File: config.mk
export PLATFORM = sky130hd
export DESIGN_NAME = orec_table
export DESIGN_NICKNAME = d
export VERILOG_FILES = /design/src/rtl/orec_pkg.sv /design/src/rtl/orec_hash.sv /design/src/rtl/orec_decide.sv /design/src/rtl/orec_swcount.sv /design/src/rtl/orec_probe.sv /design/src/rtl/orec_table.sv
export SDC_FILE = /design/constraint.sdc
export NUM_CORES = 1
export LEC_CHECK = 0
export BUFFER_PORTS_ARGS = -buffer_cell sky130_fd_sc_hd__buf_2
export CAP_MARGIN = 20
export CORE_UTILIZATION = 25
export DETAILED_ROUTE_END_ITERATION = 16
export GPL_ROUTABILITY_DRIVEN = 0
export PLACE_DENSITY_LB_ADDON = 0.1
export SETUP_SLACK_MARGIN = 0.3
export SKIP_CTS_REPAIR_TIMING = 1
export SLEW_MARGIN = 10
export SYNTH_ARGS = -nofsm -noshare
export SYNTH_HDL_FRONTEND = slang
export SYNTH_SLANG_ARGS = --single-unit
File: constraint.sdc
create_clock -name clk -period 6 [get_ports clk]
set_clock_uncertainty 0.15 [all_clocks]
set_input_delay 0.3 -clock clk [delete_from_list [all_inputs] [get_ports clk]]
set_output_delay 0.3 -clock clk [all_outputs]
set_load 0.01 [all_outputs]
File: src/rtl/orec_pkg.sv
package orec_pkg;
  typedef enum logic [1:0] {
    MODE_FREE  = 2'd0,
    MODE_READ  = 2'd1,
    MODE_WRITE = 2'd2
  } mode_e;

  localparam logic [2:0] OP_ACQ_RD   = 3'd0;
  localparam logic [2:0] OP_ACQ_WR   = 3'd1;
  localparam logic [2:0] OP_REL      = 3'd2;
  localparam logic [2:0] OP_TX_BEGIN = 3'd3;
  localparam logic [2:0] OP_TX_END   = 3'd4;
endpackage

File: src/rtl/orec_hash.sv
module orec_hash #(
  parameter int ADDR_W = 32,
  parameter int IDX_W  = 4
) (
  input  logic [ADDR_W-1:0] addr,
  output logic [IDX_W-1:0]  idx
);
  // Fold every address bit onto index bit (position mod IDX_W).
  always_comb begin
    idx = '0;
    for (int i = 0; i < ADDR_W; i++) begin
      idx[i % IDX_W] = idx[i % IDX_W] ^ addr[i];
    end
  end
endmodule

File: src/rtl/orec_decide.sv
module orec_decide
  import orec_pkg::*;
#(
  parameter int CNT_W = 4,
  parameter int ID_W  = 4
) (
  input  logic [2:0]       op,
  input  logic [ID_W-1:0]  id,
  input  mode_e            cur_mode,
  input  logic [CNT_W-1:0] cur_cnt,
  input  logic [ID_W-1:0]  cur_own,
  input  logic             cur_sole,
  output logic             grant,
  output mode_e            nxt_mode,
  output logic [CNT_W-1:0] nxt_cnt,
  output logic [ID_W-1:0]  nxt_own,
  output logic             nxt_sole
);
  localparam logic [CNT_W-1:0] ONE   = CNT_W'(1);
  localparam logic [CNT_W-1:0] CMAX  = {CNT_W{1'b1}};

  logic is_owner;
  assign is_owner = (cur_own == id);

  always_comb begin
    grant    = 1'b0;
    nxt_mode = cur_mode;
    nxt_cnt  = cur_cnt;
    nxt_own  = cur_own;
    nxt_sole = cur_sole;
    unique case (op)
      OP_ACQ_RD: begin
        unique case (cur_mode)
          MODE_FREE: begin
            grant = 1'b1; nxt_mode = MODE_READ; nxt_cnt = ONE;
            nxt_own = id; nxt_sole = 1'b1;
          end
          MODE_READ: begin
            if (cur_cnt != CMAX) begin
              grant = 1'b1; nxt_cnt = cur_cnt + ONE;
              nxt_own = id; nxt_sole = 1'b0;
            end
          end
          default: grant = is_owner;
        endcase
      end
      OP_ACQ_WR: begin
        unique case (cur_mode)
          MODE_FREE: begin
            grant = 1'b1; nxt_mode = MODE_WRITE; nxt_cnt = '0;
            nxt_own = id; nxt_sole = 1'b0;
          end
          MODE_READ: begin
            if (cur_sole && cur_cnt == ONE && is_owner) begin
              grant = 1'b1; nxt_mode = MODE_WRITE; nxt_cnt = '0;
              nxt_sole = 1'b0;
            end
          end
          default: grant = is_owner;
        endcase
      end
      OP_REL: begin
        unique case (cur_mode)
          MODE_READ: begin
            grant   = 1'b1;
            nxt_cnt = cur_cnt - ONE;
            if (cur_cnt == ONE) begin
              nxt_mode = MODE_FREE; nxt_sole = 1'b0;
            end
          end
          MODE_WRITE: begin
            if (is_owner) begin
              grant = 1'b1; nxt_mode = MODE_FREE; nxt_own = '0;
            end
          end
          default: grant = 1'b0;
        endcase
      end
      default: grant = 1'b0;
    endcase
  end
endmodule

File: src/rtl/orec_swcount.sv
module orec_swcount #(
  parameter int SWC_W = 4
) (
  input  logic             clk,
  input  logic             rst_n,
  input  logic             inc_req,
  input  logic             dec_req,
  output logic             inc_ok,
  output logic             dec_ok,
  output logic             is_zero,
  output logic [SWC_W-1:0] count
);
  localparam logic [SWC_W-1:0] SMAX = {SWC_W{1'b1}};
  localparam logic [SWC_W-1:0] SONE = SWC_W'(1);

  assign inc_ok  = (count != SMAX);
  assign dec_ok  = (count != '0);
  assign is_zero = (count == '0);

  always_ff @(posedge clk) begin
    if (!rst_n) begin
      count <= '0;
    end else if (inc_req && inc_ok) begin
      count <= count + SONE;
    end else if (dec_req && dec_ok) begin
      count <= count - SONE;
    end
  end


  sw_step_chk: assert property (@(posedge clk) disable iff (!rst_n)
    (inc_req && !dec_req && count != SMAX) |=> count == SWC_W'($past(count) + SONE));


  sw_floor_chk: assert property (@(posedge clk) disable iff (!rst_n)
    (dec_req && !inc_req && count == '0) |=> count == '0);
endmodule

File: src/rtl/orec_probe.sv
module orec_probe
  import orec_pkg::*;
(
  input  logic  is_write,
  input  mode_e mode,
  input  logic  sw_zero,
  output logic  conflict,
  output logic  bypass
);
  logic table_hit;
  always_comb begin
    if (is_write) table_hit = (mode != MODE_FREE);
    else          table_hit = (mode == MODE_WRITE);
  end
  assign bypass   = sw_zero;
  assign conflict = !sw_zero && table_hit;
endmodule

File: src/rtl/orec_table.sv
module orec_table
  import orec_pkg::*;
#(
  parameter int ADDR_W = 32,
  parameter int NREC   = 16,
  parameter int CNT_W  = 4,
  parameter int ID_W   = 4,
  parameter int SWC_W  = 4
) (
  input  logic              clk,
  input  logic              rst_n,
  input  logic              req_valid,
  output logic              req_ready,
  input  logic [2:0]        req_op,
  input  logic [ADDR_W-1:0] req_addr,
  input  logic [ID_W-1:0]   req_id,
  output logic              rsp_valid,
  input  logic              rsp_ready,
  output logic              rsp_grant,
  input  logic              chk_valid,
  input  logic              chk_write,
  input  logic [ADDR_W-1:0] chk_addr,
  output logic              chk_done,
  output logic              chk_conflict,
  output logic              chk_bypass,
  output logic [SWC_W-1:0]  sw_count
);
  localparam int IDX_W = $clog2(NREC);

  mode_e            rec_mode [NREC];
  logic [CNT_W-1:0] rec_cnt  [NREC];
  logic [ID_W-1:0]  rec_own  [NREC];
  logic             rec_sole [NREC];

  logic [IDX_W-1:0] req_idx, chk_idx;
  logic             accept, is_rec_op, rec_grant, op_grant;
  logic             inc_ok, dec_ok, sw_zero;
  mode_e            nxt_mode;
  logic [CNT_W-1:0] nxt_cnt;
  logic [ID_W-1:0]  nxt_own;
  logic             nxt_sole;
  logic             pr_conflict, pr_bypass;

  assign req_ready = !rsp_valid || rsp_ready;
  assign accept    = req_valid && req_ready;
  assign is_rec_op = (req_op == OP_ACQ_RD) || (req_op == OP_ACQ_WR) || (req_op == OP_REL);

  orec_hash #(.ADDR_W(ADDR_W), .IDX_W(IDX_W)) u_req_hash (.addr(req_addr), .idx(req_idx));
  orec_hash #(.ADDR_W(ADDR_W), .IDX_W(IDX_W)) u_chk_hash (.addr(chk_addr), .idx(chk_idx));

  orec_decide #(.CNT_W(CNT_W), .ID_W(ID_W)) u_decide (
    .op(req_op), .id(req_id),
    .cur_mode(rec_mode[req_idx]), .cur_cnt(rec_cnt[req_idx]),
    .cur_own(rec_own[req_idx]), .cur_sole(rec_sole[req_idx]),
    .grant(rec_grant), .nxt_mode(nxt_mode), .nxt_cnt(nxt_cnt),
    .nxt_own(nxt_own), .nxt_sole(nxt_sole)
  );

  orec_swcount #(.SWC_W(SWC_W)) u_swcount (
    .clk(clk), .rst_n(rst_n),
    .inc_req(accept && req_op == OP_TX_BEGIN),
    .dec_req(accept && req_op == OP_TX_END),
    .inc_ok(inc_ok), .dec_ok(dec_ok), .is_zero(sw_zero), .count(sw_count)
  );

  orec_probe u_probe (
    .is_write(chk_write), .mode(rec_mode[chk_idx]), .sw_zero(sw_zero),
    .conflict(pr_conflict), .bypass(pr_bypass)
  );

  always_comb begin
    if (is_rec_op)                  op_grant = rec_grant;
    else if (req_op == OP_TX_BEGIN) op_grant = inc_ok;
    else if (req_op == OP_TX_END)   op_grant = dec_ok;
    else                            op_grant = 1'b0;
  end

  always_ff @(posedge clk) begin
    if (!rst_n) begin
      for (int i = 0; i < NREC; i++) begin
        rec_mode[i] <= MODE_FREE;
        rec_cnt[i]  <= '0;
        rec_own[i]  <= '0;
        rec_sole[i] <= 1'b0;
      end
    end else if (accept && is_rec_op && rec_grant) begin
      rec_mode[req_idx] <= nxt_mode;
      rec_cnt[req_idx]  <= nxt_cnt;
      rec_own[req_idx]  <= nxt_own;
      rec_sole[req_idx] <= nxt_sole;
    end
  end

  always_ff @(posedge clk) begin
    if (!rst_n) begin
      rsp_valid <= 1'b0;
      rsp_grant <= 1'b0;
    end else if (accept) begin
      rsp_valid <= 1'b1;
      rsp_grant <= op_grant;
    end else if (rsp_ready) begin
      rsp_valid <= 1'b0;
    end
  end

  always_ff @(posedge clk) begin
    if (!rst_n) begin
      chk_done     <= 1'b0;
      chk_conflict <= 1'b0;
      chk_bypass   <= 1'b0;
    end else begin
      chk_done     <= chk_valid;
      chk_conflict <= chk_valid && pr_conflict;
      chk_bypass   <= chk_valid && pr_bypass;
    end
  end


  rsp_hold_chk: assert property (@(posedge clk) disable iff (!rst_n)
    (rsp_valid && !rsp_ready) |=> (rsp_valid && $stable(rsp_grant)));


  rsp_follow_chk: assert property (@(posedge clk) disable iff (!rst_n)
    (req_valid && req_ready) |=> rsp_valid);


  chk_done_chk: assert property (@(posedge clk) disable iff (!rst_n)
    chk_valid |=> chk_done);


  bypass_quiet_chk: assert property (@(posedge clk) disable iff (!rst_n)
    (chk_done && chk_bypass) |-> !chk_conflict);

  generate
    for (genvar g = 0; g < NREC; g++) begin : g_rec_chk

      write_no_readers_chk: assert property (@(posedge clk) disable iff (!rst_n)
        (rec_mode[g] == MODE_WRITE) |-> (rec_cnt[g] == '0));

      read_has_readers_chk: assert property (@(posedge clk) disable iff (!rst_n)
        (rec_mode[g] == MODE_READ) |-> (rec_cnt[g] != '0));
    end
  endgenerate
endmodule

==> summary.txt, run 1 <==
Status
  • Outcome: completed

Logic synthesis
  • FFs w/ async S/R, synth: 0%
  • Syn Area/Cell: about 12 µm²
  • Number of enable flip-flop cells after synthesis: 160
  • Seq/Total Area, Yosys: a little over half
  • Top-area cell type share of the netlist area: roughly half
  • Post-Synthesis Cell Area: 9720 µm²
  • Post-Synth Adder-Cell Area: under 10%
  • Post-Synth Simple-Gate Area: between 10 and 15%
  • XOR/XNOR Fraction of Synth Area: just under 6%
  • Mapped Nets: 910
  • Yosys warns: 0
  • Main synth FF type: edfxtp_1
  • Post-synthesis mux area share: around 14%
  • Post-Syn Instances: around 820
  • Synth Area in Compound Gates: about 6.5%
  • Post-synthesis cell type count: between 60 and 70
  • Area leader, netlist: edfxtp_1
  • Cells taking the most area after synthesis: edfxtp_1 (49%), mux4_2 (8.3%), nor2_1 (7.0%)
  • Largest family of logic cells by synthesized area: multiplexers
  • Post-synthesis register bit count: 185

Die
  • DIE WIDTH: between 150 and 200 µm
  • Die area: roughly 40,000 µm²
  • Row Count: 71
  • Die Y: between 150 and 200 µm
  • Initial Utilization: roughly 26%
  • Core area: 37,900 µm²
  • Top-Level Pins: 87

Finish
  • Fin cells: between 1,000 and 1,500
  • Multi-input gate area: roughly 4200 µm²
  • Fin nets: 1,024
  • Sequential cell area: 5310 µm²
  • Area grow syn2layout: 20.2%
  • # fillers: 3,910
  • Final core occ: 30.8%
  • Ratio of cells with drive above 1 in the final layout: roughly a quarter
  • Antenna diodes: 0

Detailed routing
  • Post-route DRC: 0
  • Via density: 4.70
  • Antenna Nets Post-Route: 0
  • Drt wl/cell: 21.0 µm
  • TritonRoute pass-1 iters: 5
  • Via Count: between 6,000 and 7,000
  • DRT iter0 DRCs: 576
  • Final wirelength: just over 30,000 µm

STA
  • Setup TNS: 0 ps
  • RSZ-0062 raised after global routing: no
  • Fin crit period: 5210 ps
  • Final period util: between 80% and 90%
  • Final worst setup slack: a little under 800 ps
  • Worst-margin pin slew: ~1000 ps
  • Final hold violation count: 0
  • Max Fclk: about 0.19 GHz
  • Slew margin rel.: between 30% and 40%
  • Final setup fails: 0
  • Max-slew violation count: 0

Hold path
  • Class of the worst hold path: in2reg
  • Hold_sp: rsp_ready

CTS
  • Clock Latency Late Sink: 460 ps
  • H-Tree Depth: 4
  • CTS tree: done
  • Inserted Clock Buffers: 17
  • Clock transition at path regs: 70 ps
  • Clock Sinks: 185
  • CTS Buffer Depth: 2
  • Root buffer cell: clkbuf_16

Worst setup path
  • Crit Path Max Fanout: 37
  • Worst Path Class, Setup: in2reg
  • CP required: roughly 5900 ps
  • Crit path launch: req_addr[24]
  • CP startpoint kind: input pin
  • Critical R2R Launch: rec_mode[2][1]
  • Nature of the critical path endpoint: flip-flop
  • Critical Path AT: between 5000 and 6000 ps

Place
  • Port bufs: 86
  • Hpwl dp: 22,400 µm
  • Pre-CTS WS: between 200 and 300 ps
  • Placed cells: approximately 1,400

Power
  • Pwr/cell area: 419 nW/µm²
  • LEAKAGE: 0.00444 µW
  • IR drop worst, VDD: between 0.15 and 0.2 mV

GRT
  • Largest net degree at the start of global routing: 44
  • Vias in the first global route: 6,864
  • Global-route wire length before repair: 45,500 µm
  • Antenna violations before repair: 0
  • GR Overflow Total: 0
  • GRT Overall Usage: between 10% and 20%

Job
  • Max cap viols: 0
synth_stat cells (all sizes together) (11+ instances only):
cell / number
mux4: 36
and3: 11
nor3: 12
clkbuf: 31
a21oi: 11
nand2: 92
a22oi: 19
mux2i: 58
xnor2: 56
dfxtp: 25
buf: 21
nor2: 181
edfxtp: 160
flip-flops by register name, summed over array words and instances, names as in the netlist:
register,flops
rec_cnt,64
rec_own,64
rec_mode,32
rec_sole,16
u_swcount.count,4
chk_bypass,1
chk_conflict,1
chk_done,1
rsp_grant,1
rsp_valid,1
cell families (layout without fill, tap and decap cells):
logic type / Yosys count / count (layout)
flops: 185 / 185
buf+inv: 62 / 189
fa+ha+maj: 10 / 10
simple gates: 331 / 331
compound gates: 75 / 75
mux: 95 / 95
xor+xnor: 65 / 65
cell type report:
class / count / area share, %
timing repair buffer: 147 / 8.07
tap: 511 / 5.47
clock buffer: 18 / 3.67
inverter: 10 / 0.321
sequential: 185 / 45.4
multi-input combinational: 576 / 35.7
clock inverter: 14 / 1.37
layer usage:
layer  vias up  GRT usage (%)  part of all wire [%]
met2       124           26.8                    49
met1      3513           21.6                    46
met5         -              0                     0
li1       3207              -                     -
met4         0           4.90                   1.2
met3        18           2.35                   3.3
worst paths after layout:
kind | slack (ps) | end | cells past startpoint
worst min-delay path | 40 | rsp_valid | 3
worst max register to register | 1640 | rec_mode[13][1] | 17
worst max-delay path | 790 | rec_mode[13][1] | 19
worst min register to register | 310 | rec_sole[9] | 2
power by group:
part | internal [µW] | switching (µW)
clock network | 624 | 549
registers | 1450 | 22.4
logic | 805 | 1460
cells in the final DEF (no fill, tap or decap), drive strengths merged, types with 2 or more instances in the layout:
master,n
a2111oi,2
a21o,3
a21oi,11
a22oi,19
a2bb2oi,3
a31oi,5
and2,4
and3,11
buf,145
bufinv,2
clkbuf,18
clkinv,4
clkinvlp,2
dfxtp,25
dlygate4sd3,2
edfxtp,160
ha,9
inv,16
mux2i,58
mux4,36
nand2,92
nand2b,2
nand3,6
nand4,9
nor2,181
nor2b,5
nor3,12
nor4,2
o21ai,6
o221ai,2
o22ai,4
o311ai,2
o32ai,2
or3,3
or4,2
xnor2,56
xor2,9
per-stage QoR:
step | area [µm²] | hold slack, ps | total power, µW
floorplan | 9720 | 278 | 2870
global placement | 11100 | 296 | 3810
detailed placement | 11100 | 299 | 3790
CTS | 11700 | -90.9 | 4980
global route | 11700 | 82.2 | 5160
finish | 11700 | 39.9 | 4900
worst max-delay path, stage by stage:
cell and delay [ps]:
buf_2 100, xor2_1 160, xnor2_1 160, xnor2_2 770
buf_12 320, mux4_2 270, nand2_1 70, and3_1 190
a31oi_1 460, ha_1 340, nand2_1 100, o41ai_1 350
nor2_1 80, a31o_2 220, a21oi_1 390, o22ai_1 170
buf_4 180, nand2_1 80, nand2_1 330
Power figures use the tool's default switching activity.
==> run 2, diff against run 1 <==
- CTS_BUF_LIST: not set -> sky130_fd_sc_hd__clkbuf_8
- CTS_CLUSTER_SIZE: not set -> 20
==> run 2 against run 1 <==
Compared with the run above: the flow now finishes with violations (hold timing); cell count stayed put; final area shrank 1.6%; fmax up 0.48%; routed wire length shrank 0.27%; via count down 0.32%; sequential share of layout area rose by 0.76 points; register-to-register slack hardly changed; global-route usage down 0.077 points; critical endpoint unchanged; largest power group unchanged; die area unchanged; highest routed layer unchanged.
==> summary.txt, run 2 (synthesized netlist as in run 1, its figures left out) <==
Power
  • LEAKAGE: 0.00435 µW
  • Switching Share: 43.0%
  • Int Pwr: 2630 µW
  • Pwr/cell area: around 400 nW/µm²
  • Flop pwr share: a little under a third
  • Total chip power: roughly 4600 µW
  • Psw: between 1500 and 2000 µW
  • Clock power frac: a little under a fifth
  • Comb power frac: 48.9%
  • IR drop worst, VDD: approximately 0.16 mV

Worst setup path
  • Critical Path AT: ~5000 ps
  • Crit Path Max Fanout: 37
  • Nature of the critical path endpoint: flip-flop
  • CP required: approximately 6000 ps
  • Worst Path Class, Setup: in2reg
  • CP startpoint kind: input pin

STA
  • Final worst setup slack: a little over 800 ps
  • RSZ-0062 raised after global routing: no
  • Final period util: between 80% and 90%
  • Worst-margin pin slew: roughly 1100 ps
  • Max-slew violation count: 0
  • Max Fclk: approximately 0.19 GHz
  • Final hold violation count: 1
  • Fin crit period: just over 5000 ps
  • Final setup fails: 0
  • Setup TNS: 0 ps
  • Fin Hold WS: -8.17 ps
  • Slew margin rel.: 27.8%

GRT
  • Antenna violations before repair: 0
  • Largest net degree at the start of global routing: 44
  • Vias in the first global route: between 6,000 and 7,000
  • GR Overflow Total: 0
  • Global-route wire length before repair: between 40,000 and 50,000 µm
  • GRT Overall Usage: 16.1%

CTS
  • Clock transition at path regs: approximately 100 ps
  • H-Tree Depth: 4
  • Clock Latency Late Sink: 500 ps
  • Root buffer cell: clkbuf_8
  • Inserted Clock Buffers: 17
  • CTS tree: done
  • Clock Sinks: 185
  • CTS Buffer Depth: 2

Die
  • Die area: 39,700 µm²
  • Row Count: 71
  • Initial Utilization: 25.6%
  • Die Y: roughly 200 µm
  • Top-Level Pins: 87
  • Core area: 37,900 µm²
  • DIE WIDTH: 199 µm

Detailed routing
  • Via Count: between 6,000 and 7,000
  • Post-route DRC: 0
  • Via density: about 4.7
  • Drt wl/cell: 20.9 µm
  • Antenna Nets Post-Route: 0
  • Final wirelength: between 30,000 and 40,000 µm
  • TritonRoute pass-1 iters: 5
  • DRT iter0 DRCs: 513

Finish
  • Commonest non-fill, non-tap cell in the layout: nor2_1
  • Fin cells: approximately 1,500
  • Antenna diodes: 0
  • Final core occ: between 30% and 40%
  • Area grow syn2layout: 18.2%
  • Fin nets: approximately 1,000
  • Most frequent cells in the layout: nor2_1 (181), edfxtp_1 (160), nand2_1 (92), buf_2 (86), mux2i_1 (58)
  • Ratio of cells with drive above 1 in the final layout: approximately a quarter
  • Biggest regs: rec_cnt (64), rec_own (64), rec_mode (32)

Place
  • Pre-CTS WS: 289 ps
  • Hpwl dp: 22,400 µm
  • Placed cells: around 1,400
  • Port bufs: 86

Status
  • Outcome: complete, but fails checks
  • Failing checks: hold timing

Hold path
  • Class of the worst hold path: in2reg

Job
  • Max cap viols: 0
[run 2: cell types whose count changed in the layout (fill, tap and decap cells not counted), sizes merged]
| cell | before | now |
|---|---|---|
| clkbuf | 18 | 17 |
| inv | 16 | 17 |
[run 2: layout make-up]
cell class	instances	area, µm²
clock inverter	15	164
timing repair buffer	147	943
fill	3936	26400
inverter	10	37.5
multi-input combinational	576	4170
clock buffer	17	234
tap	511	639
sequential	185	5310
[run 2: through the flow]
stage / hold WS (ps) / cell area, µm²
2_1_floorplan: 278 / 9720
3_5_place_dp: 299 / 11100
5_1_grt: 14.8 / 11500
6_report: -8.17 / 11500
4_1_cts: -146 / 11500
3_3_place_gp: 296 / 11100
[run 2: metal layers]
layer / global-route usage (%) / vias to the layer above / share of wire (%)
li1: - / 3197 / -
met4: 4.81 / 0 / 1.4
met2: 26.7 / 173 / 49
met3: 2.30 / 20 / 4.3
met5: 0 / - / 0
met1: 21.5 / 3450 / 46
[run 2: worst paths after layout]
| path | from | end | cells past startpoint | slack [ps] |
|---|---|---|---|---|
| max | req_addr[24] | rec_mode[13][1] | 19 | 810 |
| min | rsp_ready | rsp_valid | 3 | -8 |
| max reg2reg | rec_mode[2][1] | rec_mode[13][1] | 17 | 1640 |
| min reg2reg | rec_sole[9] | rec_sole[9] | 2 | 310 |
[run 2: power by group through the flow]
stage          combinational [µW]  sequential (µW)  clock (µW)
6_report                     2250             1470         886
5_1_grt                      2440             1470         960
4_1_cts                      2300             1470         921
3_5_place_dp                 2290             1500           0
3_3_place_gp                 2310             1500           0
2_1_floorplan                1380             1490           0
[run 2: worst max-delay path, stage by stage]
cell and delay (ps):
buf_2 100, xor2_1 160, xnor2_1 160, xnor2_2 780, buf_12 330, mux4_2 280, nand2_1 80, and3_1 190
a31oi_1 470, ha_1 340, nand2_1 100, o41ai_1 350, nor2_1 80, a31o_2 220, a21oi_1 380, o22ai_1 170
buf_4 180, nand2_1 80, nand2_1 330
==> run 3, diff against run 2 <==
- PLACE_DENSITY_LB_ADDON: 0.1 -> 0.15
==> run 3 against run 2 <==
Compared with the run above: critical endpoint is now rec_mode[14][0]; register-to-register slack gained 250 ps; sequential power about the same; the flow still finishes with violations (hold timing); non-clock buffer count is 16 higher; sequential cell count unchanged; highest routed layer unchanged; hold slack gained 2.9 ps.
==> summary.txt, run 3 (synthesized netlist as in run 1, its figures left out) <==
Finish
  • Fin nets: approximately 1,000
  • Multi-input gate area: ~4200 µm²
  • Most frequent cells in the layout: nor2_1 (181), edfxtp_1 (160), nand2_1 (92), buf_2 (86), buf_4 (72)
  • Sequential cell area: approximately 5300 µm²
  • Commonest non-fill, non-tap cell in the layout: nor2_1
  • Biggest regs: rec_cnt (64), rec_own (64), rec_mode (32)
  • Area grow syn2layout: 19.5%
  • # fillers: between 3,000 and 4,000
  • Fin cells: 1,477
  • Ratio of cells with drive above 1 in the final layout: between 20% and 30%
  • Antenna diodes: 0

STA
  • Slew margin rel.: between 30% and 40%
  • Final period util: approximately three quarters
  • RSZ-0062 raised after global routing: no
  • Fin crit period: roughly 4600 ps
  • Final hold violation count: 1
  • Fin Hold WS: -5.22 ps
  • Final setup fails: 0
  • Setup TNS: 0 ps
  • Max-slew violation count: 0
  • Max Fclk: 0.217 GHz
  • Worst-margin pin slew: about 1000 ps

Die
  • Die area: around 40,000 µm²
  • Core area: approximately 38,000 µm²
  • Top-Level Pins: a little under 90
  • Row Count: 71
  • DIE WIDTH: 199 µm
  • Initial Utilization: between 20% and 30%
  • Die Y: 199 µm

Worst setup path
  • CP startpoint kind: input pin
  • Internal reg-to-reg setup slack: roughly 1900 ps
  • R2r endpoint: rec_mode[14][0]
  • Critical path destination: rec_mode[14][0]
  • Nature of the critical path endpoint: flip-flop
  • Critical Path AT: 4590 ps
  • Crit path launch: req_addr[24]
  • Crit Path Max Fanout: around 40
  • Worst Path Class, Setup: in2reg
  • CP required: between 5000 and 6000 ps
  • Critical R2R Launch: rec_mode[7][1]
  • FF-to-FF path depth: 18

Detailed routing
  • Post-route DRC: 0
  • Final wirelength: just over 30,000 µm
  • Via density: 4.67
  • Antenna Nets Post-Route: 0
  • Via Count: approximately 7,000
  • DRT iter0 DRCs: between 500 and 600
  • TritonRoute pass-1 iters: 5
  • Drt wl/cell: roughly 21 µm

Place
  • Hpwl dp: 22,300 µm
  • Port bufs: 86
  • Placed cells: 1,443

GRT
  • GRT Overall Usage: between 10% and 20%
  • Largest net degree at the start of global routing: 42
  • Antenna violations before repair: 0
  • Global-route wire length before repair: about 45,000 µm
  • GR Overflow Total: 0
  • Vias in the first global route: between 6,000 and 7,000

CTS
  • Root buffer cell: clkbuf_8
  • Clock Latency Late Sink: around 500 ps
  • Inserted Clock Buffers: 17
  • Clock transition at path regs: 110 ps
  • CTS Buffer Depth: 2
  • Clock Sinks: 185
  • CTS tree: done
  • H-Tree Depth: 4

Power
  • Pwr/cell area: 405 nW/µm²
  • LEAKAGE: 0.00443 µW
  • IR drop worst, VDD: 0.190 mV

Hold path
  • Class of the worst hold path: in2reg

Job
  • Max cap viols: 0

Status
  • Outcome: complete, but fails checks
  • Failing checks: hold timing
[run 3: cell count changes in the layout (fill, tap and decap cells not counted), sizes merged]
cell	previous run	this run
inv	17	20
buf	145	161
bufinv	2	0
clkbuf	17	18
clkinvlp	2	0
[run 3: power by group]
group          internal [µW]  switching [µW]
Sequential              1440            23.1
Clock                    333             555
Combinational            831            1520
[run 3: cell type report]
cell class | count | area share, %
clock buffers | 18 | 2.13
clock inverters | 14 | 1.44
inverters | 10 | 0.323
multi-input cells | 576 | 35.9
flip-flops and latches | 185 | 45.7
well taps | 511 | 5.50
repair buffers | 163 | 9.05
[run 3: through the flow]
step / cell area (µm²) / hold slack (ps) / total power (µW) / utilization (%) / setup slack (ps)
finish: 11600 / -5.22 / 4710 / 30.6 / 1390
CTS: 11600 / -113 / 4750 / 30.6 / 1440
global route: 11600 / 12.3 / 4940 / 30.6 / 1070
detailed placement: 11200 / 303 / 3850 / 29.5 / 933
floorplan: 9720 / 278 / 2870 / - / 650
global placement: 11200 / 296 / 3880 / 29.5 / 888
[run 3: worst min-delay path by stage]
stage | slack [ps] | endpoint | cells after the start | from
after detailed placement | 300 | rec_sole[6] | 2 | rec_sole[6]
final | -5 | rsp_valid | 3 | rsp_ready
after CTS | -110 | rsp_valid | 3 | req_valid
after global placement | 300 | rec_sole[7] | 2 | rec_sole[7]
after floorplan | 280 | chk_done | 2 | chk_valid
after global routing | 10 | rsp_valid | 3 | rsp_ready
[run 3: metal layers]
layer,vias up,global-route usage [%],routed length [µm]
met5,-,0,0
li1,3242,-,-
met1,3435,21.6,14100
met2,187,24.7,14000
met3,33,2.82,1510
met4,0,6.15,877
[run 3: worst max-delay path, stage by stage]
cell and delay (ps):
buf_2 100, xor2_1 160, xnor2_1 250, xnor2_2 140, buf_4 230, buf_12 320, mux4_2 280, nand2_1 50
and3_1 200, a31oi_1 490, ha_1 340, nand2_1 90, o41ai_1 350, nor2_1 70, a31o_2 210, a21oi_1 130
buf_4 150, o22ai_1 130, buf_4 180, nand2_1 80, nand2_1 290
